**src/rtl/xirq_pkg.sv**
```systemverilog
package xirq_pkg;

  localparam int unsigned BUS_W = 32;

  // Register window byte offsets.
  localparam logic [7:0] OFS_SET    = 8'h00;
  localparam logic [7:0] OFS_UNSET  = 8'h04;
  localparam logic [7:0] OFS_MASKRD = 8'h08;
  localparam logic [7:0] OFS_STAT   = 8'h0C;
  localparam logic [7:0] OFS_ACK    = 8'h10;
  localparam logic [7:0] OFS_MODE   = 8'h14;
  localparam logic [7:0] OFS_EDGE   = 8'h18;
  localparam logic [7:0] OFS_LVL    = 8'h1C;
  localparam logic [7:0] OFS_NMI    = 8'h24;

  typedef enum logic [3:0] {
    SEL_NONE,
    SEL_SET,
    SEL_UNSET,
    SEL_MASKRD,
    SEL_STAT,
    SEL_ACK,
    SEL_MODE,
    SEL_EDGE,
    SEL_LVL,
    SEL_NMI
  } reg_sel_e;

endpackage

```
**src/rtl/xirq_sync.sv**
```systemverilog
module xirq_sync #(
  parameter int unsigned WIDTH = 8
) (
  input  logic             clk,
  input  logic             rst_n,
  input  logic [WIDTH-1:0] async_in,
  output logic [WIDTH-1:0] sync_out
);

  logic [WIDTH-1:0] stage1_q;
  logic [WIDTH-1:0] stage2_q;

  always_ff @(posedge clk or negedge rst_n) begin
    if (!rst_n) begin
      stage1_q <= '0;
      stage2_q <= '0;
    end else begin
      stage1_q <= async_in;
      stage2_q <= stage1_q;
    end
  end

  assign sync_out = stage2_q;

endmodule

```
**src/rtl/xirq_trig.sv**
```systemverilog
module xirq_trig #(
  parameter int unsigned NLINES = 8
) (
  input  logic              clk,
  input  logic              rst_n,
  input  logic [NLINES-1:0] line_sync,
  input  logic [NLINES-1:0] mode_lvl,
  input  logic [NLINES-1:0] edge_rise,
  input  logic [NLINES-1:0] lvl_high,
  input  logic [NLINES-1:0] ack_bits,
  output logic [NLINES-1:0] hit,
  output logic [NLINES-1:0] status
);

  logic [NLINES-1:0] prev_q;
  logic [NLINES-1:0] status_q;
  logic [NLINES-1:0] status_d;

  for (genvar i = 0; i < NLINES; i++) begin : g_line
    logic rise;
    logic fall;
    logic lvl_act;
    assign rise    = line_sync[i] & ~prev_q[i];
    assign fall    = ~line_sync[i] & prev_q[i];
    assign lvl_act = lvl_high[i] ? line_sync[i] : ~line_sync[i];
    assign hit[i]  = mode_lvl[i] ? lvl_act : (edge_rise[i] ? rise : fall);
  end

  // A detection in the same cycle wins over an acknowledge.
  always_comb begin
    status_d = (status_q & ~ack_bits) | hit;
  end

  always_ff @(posedge clk or negedge rst_n) begin
    if (!rst_n) begin
      prev_q   <= '0;
      status_q <= '0;
    end else begin
      prev_q   <= line_sync;
      status_q <= status_d;
    end
  end

  assign status = status_q;

  // an active level line keeps its status bit set.
  a_r6_level_holds: assert property (@(posedge clk) disable iff (!rst_n)
    1'b1 |=> ((($past(mode_lvl) & ~($past(lvl_high) ^ $past(line_sync))) & ~status_q) == '0));

endmodule

```
**src/rtl/xirq_regs.sv**
```systemverilog
module xirq_regs
  import xirq_pkg::*;
#(
  parameter int unsigned NLINES = 8,
  parameter int unsigned ADDR_W = 8
) (
  input  logic              clk,
  input  logic              rst_n,
  input  logic              bus_wr_en,
  input  logic [ADDR_W-1:0] bus_addr,
  input  logic [BUS_W-1:0]  bus_wdata,
  input  logic [NLINES-1:0] status,
  output logic [BUS_W-1:0]  bus_rdata,
  output logic [NLINES-1:0] mask,
  output logic [NLINES-1:0] mode_lvl,
  output logic [NLINES-1:0] edge_rise,
  output logic [NLINES-1:0] lvl_high,
  output logic [NLINES-1:0] ack_bits,
  output logic              nmi_en
);

  reg_sel_e          sel;
  logic [NLINES-1:0] wbits;
  logic              unused_wdata;

  logic [NLINES-1:0] mask_q, mask_d;
  logic [NLINES-1:0] mode_q, mode_d;
  logic [NLINES-1:0] edge_q, edge_d;
  logic [NLINES-1:0] lvl_q,  lvl_d;
  logic              nmi_q,  nmi_d;

  assign wbits        = bus_wdata[NLINES-1:0];
  assign unused_wdata = ^bus_wdata;

  always_comb begin
    sel = SEL_NONE;
    if      (bus_addr == ADDR_W'(OFS_SET))    sel = SEL_SET;
    else if (bus_addr == ADDR_W'(OFS_UNSET))  sel = SEL_UNSET;
    else if (bus_addr == ADDR_W'(OFS_MASKRD)) sel = SEL_MASKRD;
    else if (bus_addr == ADDR_W'(OFS_STAT))   sel = SEL_STAT;
    else if (bus_addr == ADDR_W'(OFS_ACK))    sel = SEL_ACK;
    else if (bus_addr == ADDR_W'(OFS_MODE))   sel = SEL_MODE;
    else if (bus_addr == ADDR_W'(OFS_EDGE))   sel = SEL_EDGE;
    else if (bus_addr == ADDR_W'(OFS_LVL))    sel = SEL_LVL;
    else if (bus_addr == ADDR_W'(OFS_NMI))    sel = SEL_NMI;
  end

  always_comb begin
    mask_d   = mask_q;
    mode_d   = mode_q;
    edge_d   = edge_q;
    lvl_d    = lvl_q;
    nmi_d    = nmi_q;
    ack_bits = '0;
    if (bus_wr_en) begin
      case (sel)
        SEL_SET:   mask_d   = mask_q | wbits;
        SEL_UNSET: mask_d   = mask_q & ~wbits;
        SEL_ACK:   ack_bits = wbits;
        SEL_MODE:  mode_d   = wbits;
        SEL_EDGE:  edge_d   = wbits;
        SEL_LVL:   lvl_d    = wbits;
        SEL_NMI:   nmi_d    = bus_wdata[0];
        default:   ;
      endcase
    end
  end

  always_ff @(posedge clk or negedge rst_n) begin
    if (!rst_n) begin
      mask_q <= '0;
      mode_q <= '0;
      edge_q <= '0;
      lvl_q  <= '0;
      nmi_q  <= 1'b0;
    end else begin
      mask_q <= mask_d;
      mode_q <= mode_d;
      edge_q <= edge_d;
      lvl_q  <= lvl_d;
      nmi_q  <= nmi_d;
    end
  end

  always_comb begin
    case (sel)
      SEL_MASKRD: bus_rdata = BUS_W'(mask_q);
      SEL_STAT:   bus_rdata = BUS_W'(status);
      SEL_MODE:   bus_rdata = BUS_W'(mode_q);
      SEL_EDGE:   bus_rdata = BUS_W'(edge_q);
      SEL_LVL:    bus_rdata = BUS_W'(lvl_q);
      SEL_NMI:    bus_rdata = BUS_W'(nmi_q);
      default:    bus_rdata = '0;
    endcase
  end

  assign mask      = mask_q;
  assign mode_lvl  = mode_q;
  assign edge_rise = edge_q;
  assign lvl_high  = lvl_q;
  assign nmi_en    = nmi_q;

  // written ones become set, zeros leave the mask alone.
  a_r2_set_ones: assert property (@(posedge clk) disable iff (!rst_n)
    (bus_wr_en && sel == SEL_SET) |=> ((mask_q & $past(wbits)) == $past(wbits)));
  a_r2_set_zeros_keep: assert property (@(posedge clk) disable iff (!rst_n)
    (bus_wr_en && sel == SEL_SET) |=> ((mask_q & ~$past(wbits)) == ($past(mask_q) & ~$past(wbits))));

  // written ones clear mask bits.
  a_r3_unset_ones: assert property (@(posedge clk) disable iff (!rst_n)
    (bus_wr_en && sel == SEL_UNSET) |=> ((mask_q & $past(wbits)) == '0));

  // a write to a read-only or unmapped offset leaves configuration alone.
  a_r11_ro_write: assert property (@(posedge clk) disable iff (!rst_n)
    (bus_wr_en && (sel == SEL_NONE || sel == SEL_STAT || sel == SEL_MASKRD))
    |=> ($stable(mask_q) && $stable(mode_q) && $stable(edge_q) && $stable(lvl_q) && $stable(nmi_q)));

endmodule

```
**src/rtl/xirq_ctrl.sv**
```systemverilog
module xirq_ctrl
  import xirq_pkg::*;
#(
  parameter int unsigned NLINES = 8,
  parameter int unsigned ADDR_W = 8
) (
  input  logic              clk,
  input  logic              rst_n,
  input  logic [NLINES-1:0] ext_in,
  input  logic              bus_wr_en,
  input  logic [ADDR_W-1:0] bus_addr,
  input  logic [BUS_W-1:0]  bus_wdata,
  output logic [BUS_W-1:0]  bus_rdata,
  output logic              irq_out,
  output logic              nmi_out
);

  localparam int unsigned RST_STAGES = 2;

  logic [RST_STAGES-1:0] rst_pipe_q;
  logic                  rst_i_n;

  always_ff @(posedge clk or negedge rst_n) begin
    if (!rst_n) rst_pipe_q <= '0;
    else        rst_pipe_q <= {rst_pipe_q[RST_STAGES-2:0], 1'b1};
  end
  assign rst_i_n = rst_pipe_q[RST_STAGES-1];

  logic [NLINES-1:0] line_sync;
  logic [NLINES-1:0] hit;
  logic [NLINES-1:0] status;
  logic [NLINES-1:0] mask;
  logic [NLINES-1:0] mode_lvl;
  logic [NLINES-1:0] edge_rise;
  logic [NLINES-1:0] lvl_high;
  logic [NLINES-1:0] ack_bits;
  logic              nmi_en;

  xirq_sync #(.WIDTH(NLINES)) u_sync (
    .clk      (clk),
    .rst_n    (rst_i_n),
    .async_in (ext_in),
    .sync_out (line_sync)
  );

  xirq_trig #(.NLINES(NLINES)) u_trig (
    .clk       (clk),
    .rst_n     (rst_i_n),
    .line_sync (line_sync),
    .mode_lvl  (mode_lvl),
    .edge_rise (edge_rise),
    .lvl_high  (lvl_high),
    .ack_bits  (ack_bits),
    .hit       (hit),
    .status    (status)
  );

  xirq_regs #(.NLINES(NLINES), .ADDR_W(ADDR_W)) u_regs (
    .clk       (clk),
    .rst_n     (rst_i_n),
    .bus_wr_en (bus_wr_en),
    .bus_addr  (bus_addr),
    .bus_wdata (bus_wdata),
    .status    (status),
    .bus_rdata (bus_rdata),
    .mask      (mask),
    .mode_lvl  (mode_lvl),
    .edge_rise (edge_rise),
    .lvl_high  (lvl_high),
    .ack_bits  (ack_bits),
    .nmi_en    (nmi_en)
  );

  logic irq_d, irq_q;
  logic nmi_d, nmi_q;

  always_comb begin
    irq_d = |(status & mask);
    nmi_d = status[0] & nmi_en;
  end

  always_ff @(posedge clk or negedge rst_i_n) begin
    if (!rst_i_n) begin
      irq_q <= 1'b0;
      nmi_q <= 1'b0;
    end else begin
      irq_q <= irq_d;
      nmi_q <= nmi_d;
    end
  end

  assign irq_out = irq_q;
  assign nmi_out = nmi_q;

  // request follows pending-and-enabled one clock later.
  a_r8_irq_follows: assert property (@(posedge clk) disable iff (!rst_i_n)
    1'b1 |=> (irq_out == $past(|(status & mask))));

  // non-maskable request ignores the mask.
  a_r9_nmi_follows: assert property (@(posedge clk) disable iff (!rst_i_n)
    1'b1 |=> (nmi_out == $past(status[0] & nmi_en)));

  // acknowledged lines without a fresh event read clear next cycle.
  a_r4_ack_clears: assert property (@(posedge clk) disable iff (!rst_i_n)
    (|ack_bits) |=> ((status & $past(ack_bits & ~hit)) == '0));

endmodule

```
**config.mk**
```make
export PLATFORM = sky130hd
export DESIGN_NAME = xirq_ctrl
export DESIGN_NICKNAME = d
export VERILOG_FILES = /design/src/rtl/xirq_pkg.sv /design/src/rtl/xirq_sync.sv /design/src/rtl/xirq_trig.sv /design/src/rtl/xirq_regs.sv /design/src/rtl/xirq_ctrl.sv
export SDC_FILE = /design/constraint.sdc
export NUM_CORES = 1
export LEC_CHECK = 0
export CORE_MARGIN = 2
export CORE_UTILIZATION = 52
export DETAILED_ROUTE_END_ITERATION = 6
export GPL_TIMING_DRIVEN = 0
export PLACE_DENSITY = 0.88
export SYNTH_ARGS = -nofsm -noshare
export SYNTH_HDL_FRONTEND = slang
export SYNTH_SLANG_ARGS = --single-unit
```
**constraint.sdc**
```tcl
create_clock -name clk -period 3.4 [get_ports clk]
set_input_delay 0.85 -clock clk [delete_from_list [all_inputs] [get_ports clk]]
set_output_delay 0.85 -clock clk [all_outputs]
set_load 0.05 [all_outputs]
```
Word level (Yosys, flattened, before mapping)

Index checks and enable logic that the tools add are counted.

Add/sub/neg operators: 0
Multiply operators: 0
Div/mod/pow operators: 0
Magnitude comparators: 0
Eq/ne operators: 17
Shifts and indexed selects: 0
Muxes and demuxes: 37
Bitwise logic cells: 40
Reduce and logical (&&, ||, !) cells: 8

Operators by type and width:

| kind                 | number |
|---|---|
| $pmux W8 S6          | 1 |
| $mux W4              | 9 |
| $eq A8 B5 Y1 const B | 4 |
| $and A8 B8 Y8        | 3 |
| $mux W1              | 24 |
| $and A1 B1 Y1        | 17 |
| $eq A4 B3 Y1 const B | 4 |
| $eq A8 B4 Y1 const B | 2 |
| $mux W8              | 2 |
| $not A1 Y1           | 16 |
| $not A8 Y8           | 2 |
| $or A8 B8 Y8         | 2 |
| $pmux W8 S2          | 1 |
| $reduce_and A2 Y1    | 5 |
| $eq A4 B2 Y1 const B | 2 |
| $eq A4 B4 Y1 const B | 2 |
| $eq A8 B3 Y1 const B | 1 |
| $eq A8 B6 Y1 const B | 1 |
| $logic_not A8 Y1     | 1 |
| $reduce_or A8 Y1     | 1 |
| $eq A4 B1 Y1 const B | 1 |
| $reduce_bool A2 Y1   | 1 |

Flip-flop bits (word level): 69
Bits in latches: 0
Memory bits (writable): 0
ROM bits: 0
Input bits: 51
Output and inout port bits: 34
Logic and storage cells: 114
Memories: 0

Logic depth before layout (Yosys ltp)

Gate-level depths: netlist (run 1).

Depth in word-level cells: 16
Mapped depth: 6
Mapped depth without buffers: 4

Cells and area by module

Synthesis (run 1) repeated with hierarchy kept, for this count alone.

Cells, all modules: 287
Area total of the unflattened synthesis: 3403.3 µm²

Modules (own cells, without submodules):

| module    | times used | cells each | area an instance (µm²) | seq. area each (µm²) |
|---|---|---|---|---|
| xirq_regs | 1          | 172        | 2018.2                 | 825.8 |
| xirq_trig | 1          | 88         | 838.3                  | 400.4 |
| xirq_sync | 1          | 16         | 400.4                  | 400.4 |
| xirq_ctrl | 1          | 11         | 146.4                  | 100.1 |

Least setup slack after synthesis (run 1)

No wires, ideal clock.

Kind: input-to-output
Start: input port bus_addr[3]
End: output port bus_rdata[4]
Arrival: 2.324 ns
Data required time: 2.550 ns
Path slack: 0.226 ns
Cell stages on the path: 4
Path buffers: 1
Path through: buf_6 nor4b_2 nand2_1 a31oi_1

Longest elaborated chain between the ends: 12
Elaborated cells between the ends (all ways): 25
Classes of those cells: eq/ne (14); mux (10); reduce/logical (1)

RTL lines:

| what                                 | line            | text |
|---|---|---|
| from (decl)                          | xirq_ctrl.sv:11 | `input logic [ADDR_W-1:0] bus_addr,` |
| $eq A8 B6 Y1                         | xirq_regs.sv:45 | `else if (bus_addr == ADDR_W'(OFS_NMI)) sel = SEL_NMI;` |
| $mux W4                              | xirq_regs.sv:45 |  |
| $mux W4                              | xirq_regs.sv:44 | `else if (bus_addr == ADDR_W'(OFS_LVL)) sel = SEL_LVL;` |
| $mux W4                              | xirq_regs.sv:43 | `else if (bus_addr == ADDR_W'(OFS_EDGE)) sel = SEL_EDGE;` |
| $mux W4                              | xirq_regs.sv:42 | `else if (bus_addr == ADDR_W'(OFS_MODE)) sel = SEL_MODE;` |
| $mux W4                              | xirq_regs.sv:41 | `else if (bus_addr == ADDR_W'(OFS_ACK)) sel = SEL_ACK;` |
| $mux W4                              | xirq_regs.sv:40 | `else if (bus_addr == ADDR_W'(OFS_STAT)) sel = SEL_STAT;` |
| $mux W4                              | xirq_regs.sv:39 | `else if (bus_addr == ADDR_W'(OFS_MASKRD)) sel = SEL_MASKRD;` |
| $mux W4                              | xirq_regs.sv:38 | `else if (bus_addr == ADDR_W'(OFS_UNSET)) sel = SEL_UNSET;` |
| $mux W4 *                            | xirq_regs.sv:37 | `if (bus_addr == ADDR_W'(OFS_SET)) sel = SEL_SET;` |
| $eq A4 B4 Y1 (tied with other cells) | xirq_regs.sv:86 | `case (sel)` |
| $pmux W8 S6 *                        | xirq_regs.sv:86 |  |
| to (decl)                            | xirq_ctrl.sv:13 | `output logic [BUS_W-1:0] bus_rdata,` |

Mark *: on every way between the ends. The rest lies on a longest branch, timed or not.

Worst setup path in the final report (run 1)

Start: input port bus_addr[2]
End: output port bus_rdata[0]

Same word-level chain as after synthesis.

==> results of run 1 <==
==> repair_timing <==
action,4_1_cts,5_1_grt
endpoints found under the setup margin,8,8
endpoints found under the hold margin,0,0
setup buffers,7,3
pin swaps,3,3
resized for setup,56,11
==> cells by family (layout without fill, tap and decap cells) <==
kind of cell	after synthesis	count (layout)	synth area share (%)
flip-flops	69	69	53.3
buffers and inverters	31	93	7.07
AO/OA/AOI/OAI	36	36	8.04
XOR/XNOR	8	8	2.16
AND/OR/NAND/NOR	63	63	12.9
multiplexers	48	48	16.2
other	2	25	0.232
==> critical path, cell delays in order <==
cell	delay, ns
clkdlybuf4s50_1	0.50
nor4b_4	0.37
buf_4	0.18
nand3_1	0.09
a31oi_2	0.20
a41o_1	0.12
buf_4	0.19
==> cells in the mapped netlist (all sizes together) <==
| library cell | number |
|---|---|
| a31oi | 2 |
| a221o | 8 |
| and2 | 1 |
| nand3 | 5 |
| nor4 | 2 |
| nand3b | 10 |
| or3 | 1 |
| nand2 | 20 |
| nor4b | 1 |
| nor3 | 3 |
| a21o | 6 |
| and3 | 3 |
| a41o | 1 |
| nor2 | 2 |
| xnor2 | 8 |
| o22ai | 6 |
| o21ai | 1 |
| nand4 | 6 |
| and4 | 1 |
| buf | 31 |
| mux2 | 36 |
| mux2i | 12 |
| a22oi | 4 |
| a21oi | 8 |
| conb | 2 |
| dfrtp | 69 |
| or3b | 8 |
==> routing by layer <==
metal / part of all wire (%) / GRT usage (%)
met4: 1.9 / 9.84
met1: 42 / 26.9
met5: 0 / 0
met2: 48 / 30.0
met3: 7.6 / 6.86
==> where the power goes <==
group / switching, mW / internal, mW
Sequential: 0.0373 / 0.863
Combinational: 0.146 / 0.111
Clock: 0.298 / 0.454
Total: 0.482 / 1.43
==> area by class of cell <==
cell class	instances	area share [%]
well taps	75	2.27
clock inverters	5	1.96
flip-flops and latches	69	41.7
multi-input cells	180	34.1
plain buffers	31	6.02
repair buffers	46	10.2
clock buffers	11	3.66
==> path summary, 6_finish.rpt <==
check,start,endpoint,slack [ns],depth (start not counted)
worst max-delay path,bus_addr[2],bus_rdata[0],0.05,7
worst min-delay path,rst_pipe_q[1],u_regs.mode_lvl[3],0.26,0
worst max register to register,u_regs.edge_rise[5],u_trig.status[5],2.11,3
worst min register to register,rst_pipe_q[1],u_regs.mode_lvl[3],0.26,0
max in group asynchronous,rst_pipe_q[1],u_trig.prev_q[1],2.54,1
min in group clk,u_sync.stage1_q[1],u_sync.sync_out[1],0.35,0
==> flow_summary_export.csv, run 1 <==
group,metric,value,unit
grt,grt_pass1_vias,2192,
sta,skew,0.00532,ns
floorplan,die_w,82.9,um
grt,grt_max_degree,44,
layout,drive_gt1_share,33.3,%
floorplan,rows,28,
drt,drc,0,
logic_synthesis,yosysTopAreaCell,"dfrtp_1",
clock_network,clock-sinks,69,
clock_network,cts.path.max_buffers,2,
clock_network,clk_transition_reported_paths,0.07,ns
drt,wirelength,6790,um
placed_design,portBuffers,35,
layout,final_area,4140,sq um
critical_path,arrival,2.50,ns
layout,area_growth,27.8,%
job,drv_cap,0,
drt,first_pass_iters,4,
logic_synthesis,synth-seq-cells,69,
layout,final_nets,388,
layout,instances_no_fill,417,
power_and_ir_drop,vdd_ir_drop_max,0.381,mV
placed_design,place_area,3790,sq um
drt,routedWlPerCell,16.3,um
logic_synthesis,avgSynthCellArea,12.6,sq um
critical_path,startpoint_type,"primary input",
sta,slew_viol_final,0,
drt,routed_via_density,5.55,
placed_design,dp.cells,391,
sta,fin_hold_ws,0.255,ns
power_and_ir_drop,total_power,1.91,mW
power_and_ir_drop,power_density,461,nW/um^2
placed_design,preCtsSetupSlack,-0.993,ns
clock_network,cts-root-buf,"clkbuf_8",
layout,antenna_cells,0,
sta,setup_tns,0,ns
clock_network,cts_tree,"done",
layout,multi_input_area,1410,sq um
layout,fillers,423,
clock_network,htreeDepth,3,
grt,overflow,0,
clock_network,insertion_delay,0.35,ns
outcome,status,"finished clean",
logic_synthesis,syn_area,3240,sq um
clock_network,postCtsHoldBufs,0,
logic_synthesis,synth_top_area_share,53.3,%
critical_path,crit_type,"primary input to output port",
placed_design,place_congestion,0.812,
grt,track_usage,20.3,%
floorplan,dieHeight,82.9,um
logic_synthesis,yosysWarnings,0,
drt,drt_iter0_markers,108,
grt,antenna_found_initial,0,
floorplan,core,5960,sq um
logic_synthesis,yosys-top-cells-area,"dfrtp_1, mux2_2, buf_4",
floorplan,io-pin-count,85,
critical_path,cp-end-kind,"output port",
drt,ant_nets,0,
floorplan,start_util,54.4,%
critical_path,required,2.55,ns
floorplan,dieArea,6870,sq um
critical_path,crit_fanout,4,
sta,setup_ws,0.0475,ns
logic_synthesis,yosysSeqAreaShare,53.3,%
sta,relSlewSlack,64.0,%
power_and_ir_drop,p_leak,1.97,nW
sta,fmaxAchievable,298,MHz
clock_network,cts_made_buffers,9,
sta,fin_crit_sh,98.6,%
sta,fin_crit,3.35,ns
sta,hold_violations,0,
placed_design,dp_hpwl,4440,um
logic_synthesis,synth.distinct_cells,36,
grt,grt_pass1_wl,11000,um
sta,setup_viol,0,
layout,mostFrequentLayoutCells,"dfrtp_1, buf_4, mux2_2, conb_1, clkdlybuf4s50_1",
layout,final_common_cell,"dfrtp_1",
layout,utilization,69.5,%
logic_synthesis,syn_inst,257,
layout,ff_latch_area,1730,sq um
sta,worst_pin_slew,0.540,ns
worst_hold_path,hold_path.class,"flop to asynchronous set/reset pin",
drt,vias,2315,
No activity file was read; power rests on OpenSTA's default activity.
==> inputs of run 2 (changes only) <==
- TNS_END_PERCENT: unset -> 5
==> flow_summary_export.csv, run 2 (synthesis gave the netlist of run 1 again) <==
group,metric,value,unit
outcome,status,"finished clean",
sta,relSlewSlack,64.0,%
drt,vias,2297,
sta,fin_crit_sh,97.0,%
critical_path,crit_chain,"clkdlybuf4s50_1 > nor4b_4 > buf_4 > nand3b_1 > a31oi_2 > a41o_1 > buf_4",
sta,hold_violations,0,
clock_network,cts.path.max_buffers,2,
critical_path,startpoint_type,"primary input",
sta,fin_crit,3.30,ns
drt,routed_via_density,5.51,
placed_design,place_congestion,0.812,
critical_path,reg2reg_depth,3,
layout,mostFrequentLayoutCells,"dfrtp_1, buf_4, mux2_2, conb_1, clkdlybuf4s50_1",
clock_network,cts_tree,"done",
critical_path,reg2reg_slack,2.14,ns
placed_design,place_area,3790,sq um
critical_path,r2r-end,"u_trig.status[5]",
critical_path,max_stage_delay,0.50,ns
drt,wirelength,6550,um
layout,final_common_cell,"dfrtp_1",
floorplan,core,5960,sq um
sta,worst_pin_slew,0.540,ns
floorplan,rows,28,
critical_path,crit_fanout,4,
grt,overflow,0,
critical_path,arrival,2.45,ns
drt,drt_iter0_markers,94,
clock_network,clock-sinks,69,
layout,drive_gt1_share,33.3,%
placed_design,portBuffers,35,
critical_path,required,2.55,ns
job,drv_cap,0,
drt,ant_nets,0,
clock_network,insertion_delay,0.35,ns
floorplan,dieArea,6870,sq um
layout,utilization,69.7,%
placed_design,dp_hpwl,4440,um
drt,first_pass_iters,4,
critical_path,critical_path.most_common_cell,"buf_4",
floorplan,start_util,54.4,%
grt,grt_max_degree,44,
floorplan,dieHeight,82.9,um
critical_path,path_depth,7,
grt,grt_pass1_wl,11000,um
critical_path,cp_top_family,"buffers and inverters",
sta,fmaxAchievable,303,MHz
critical_path,cp-end-kind,"output port",
drt,routedWlPerCell,15.7,um
worst_hold_path,hold_path.class,"flop to asynchronous set/reset pin",
power_and_ir_drop,vdd_ir_drop_max,0.376,mV
drt,drc,0,
clock_network,cts-root-buf,"clkbuf_8",
critical_path,crit_type,"primary input to output port",
power_and_ir_drop,p_leak,2.00,nW
critical_path,crit_buf_inv,3,
sta,skew,0.00464,ns
clock_network,htreeDepth,3,
sta,setup_viol,0,
placed_design,preCtsSetupSlack,-0.993,ns
sta,setup_ws,0.101,ns
grt,antenna_found_initial,0,
layout,final_nets,388,
clock_network,cts_made_buffers,9,
critical_path,cp_slowest_cell,"clkdlybuf4s50_1",
placed_design,dp.cells,391,
layout,antenna_cells,0,
sta,slew_viol_final,0,
layout,final_area,4150,sq um
power_and_ir_drop,power_density,460,nW/um^2
layout,area_growth,28.2,%
floorplan,die_w,82.9,um
layout,instances_no_fill,417,
grt,track_usage,20.1,%
grt,grt_pass1_vias,2189,
clock_network,clk_transition_reported_paths,0.07,ns
critical_path,reg2reg_from,"u_regs.edge_rise[5]",
floorplan,io-pin-count,85,
==> run 2: cell count changes in the layout (fill, tap and decap cells not counted) <==
cell             previous run  this run
buf_2                       3         2
dlygate4sd2_1               2         1
clkbuf_4                    3         4
dlymetal6s2s_1              2         5
clkdlybuf4s50_1            23        21
==> run 2: how the worst max path moves through the flow <==
stage	start	end
finish	bus_addr[2]	bus_rdata[0]
global route	bus_addr[2]	bus_rdata[1]
CTS	bus_addr[0]	bus_rdata[0]
detailed placement	bus_addr[2]	bus_rdata[3]
global placement	bus_addr[2]	bus_rdata[2]
floorplan	bus_addr[3]	bus_rdata[4]
==> run 2: what timing repair did <==
action / in CTS / in global routing
setup buffers: 6 / 4
hold endpoints to repair: 0 / 0
hold buffers: 0 / 0
setup endpoints to repair: 8 / 8
pin swaps: 3 / 4
resized for setup: 56 / 15
==> run 2: area by class of cell <==
type                       instances  area [sq um]
fill                             424          1810
sequential                        69          1730
multi-input combinational        180          1410
timing repair buffer              46           434
buffer                            31           249
clock buffer                      11           151
tap                               75          93.8
clock inverter                     5          81.3
==> run 2: stage by stage <==
stage | TNS (ns) | hold WS, ns | power, mW
2_1_floorplan | 0 | 0.331 | 1.08
3_3_place_gp | -6.59 | 0.332 | 1.15
3_5_place_dp | -7.26 | 0.273 | 1.16
4_1_cts | -0.0173 | 0.280 | 1.92
5_1_grt | -0.0186 | 0.316 | 1.99
6_report | 0 | 0.255 | 1.91
==> run 2: layer usage <==
metal	global-route usage, %	part of all wire (%)
met5	0	0
met4	9.69	2.2
met3	6.96	7.9
met2	29.4	48
met1	26.9	42
==> run 2: where the power goes <==
| part | switching (mW) | internal (mW) |
|---|---|---|
| clock network | 0.297 | 0.454 |
| registers | 0.0369 | 0.863 |
| logic | 0.145 | 0.112 |
| total | 0.479 | 1.43 |
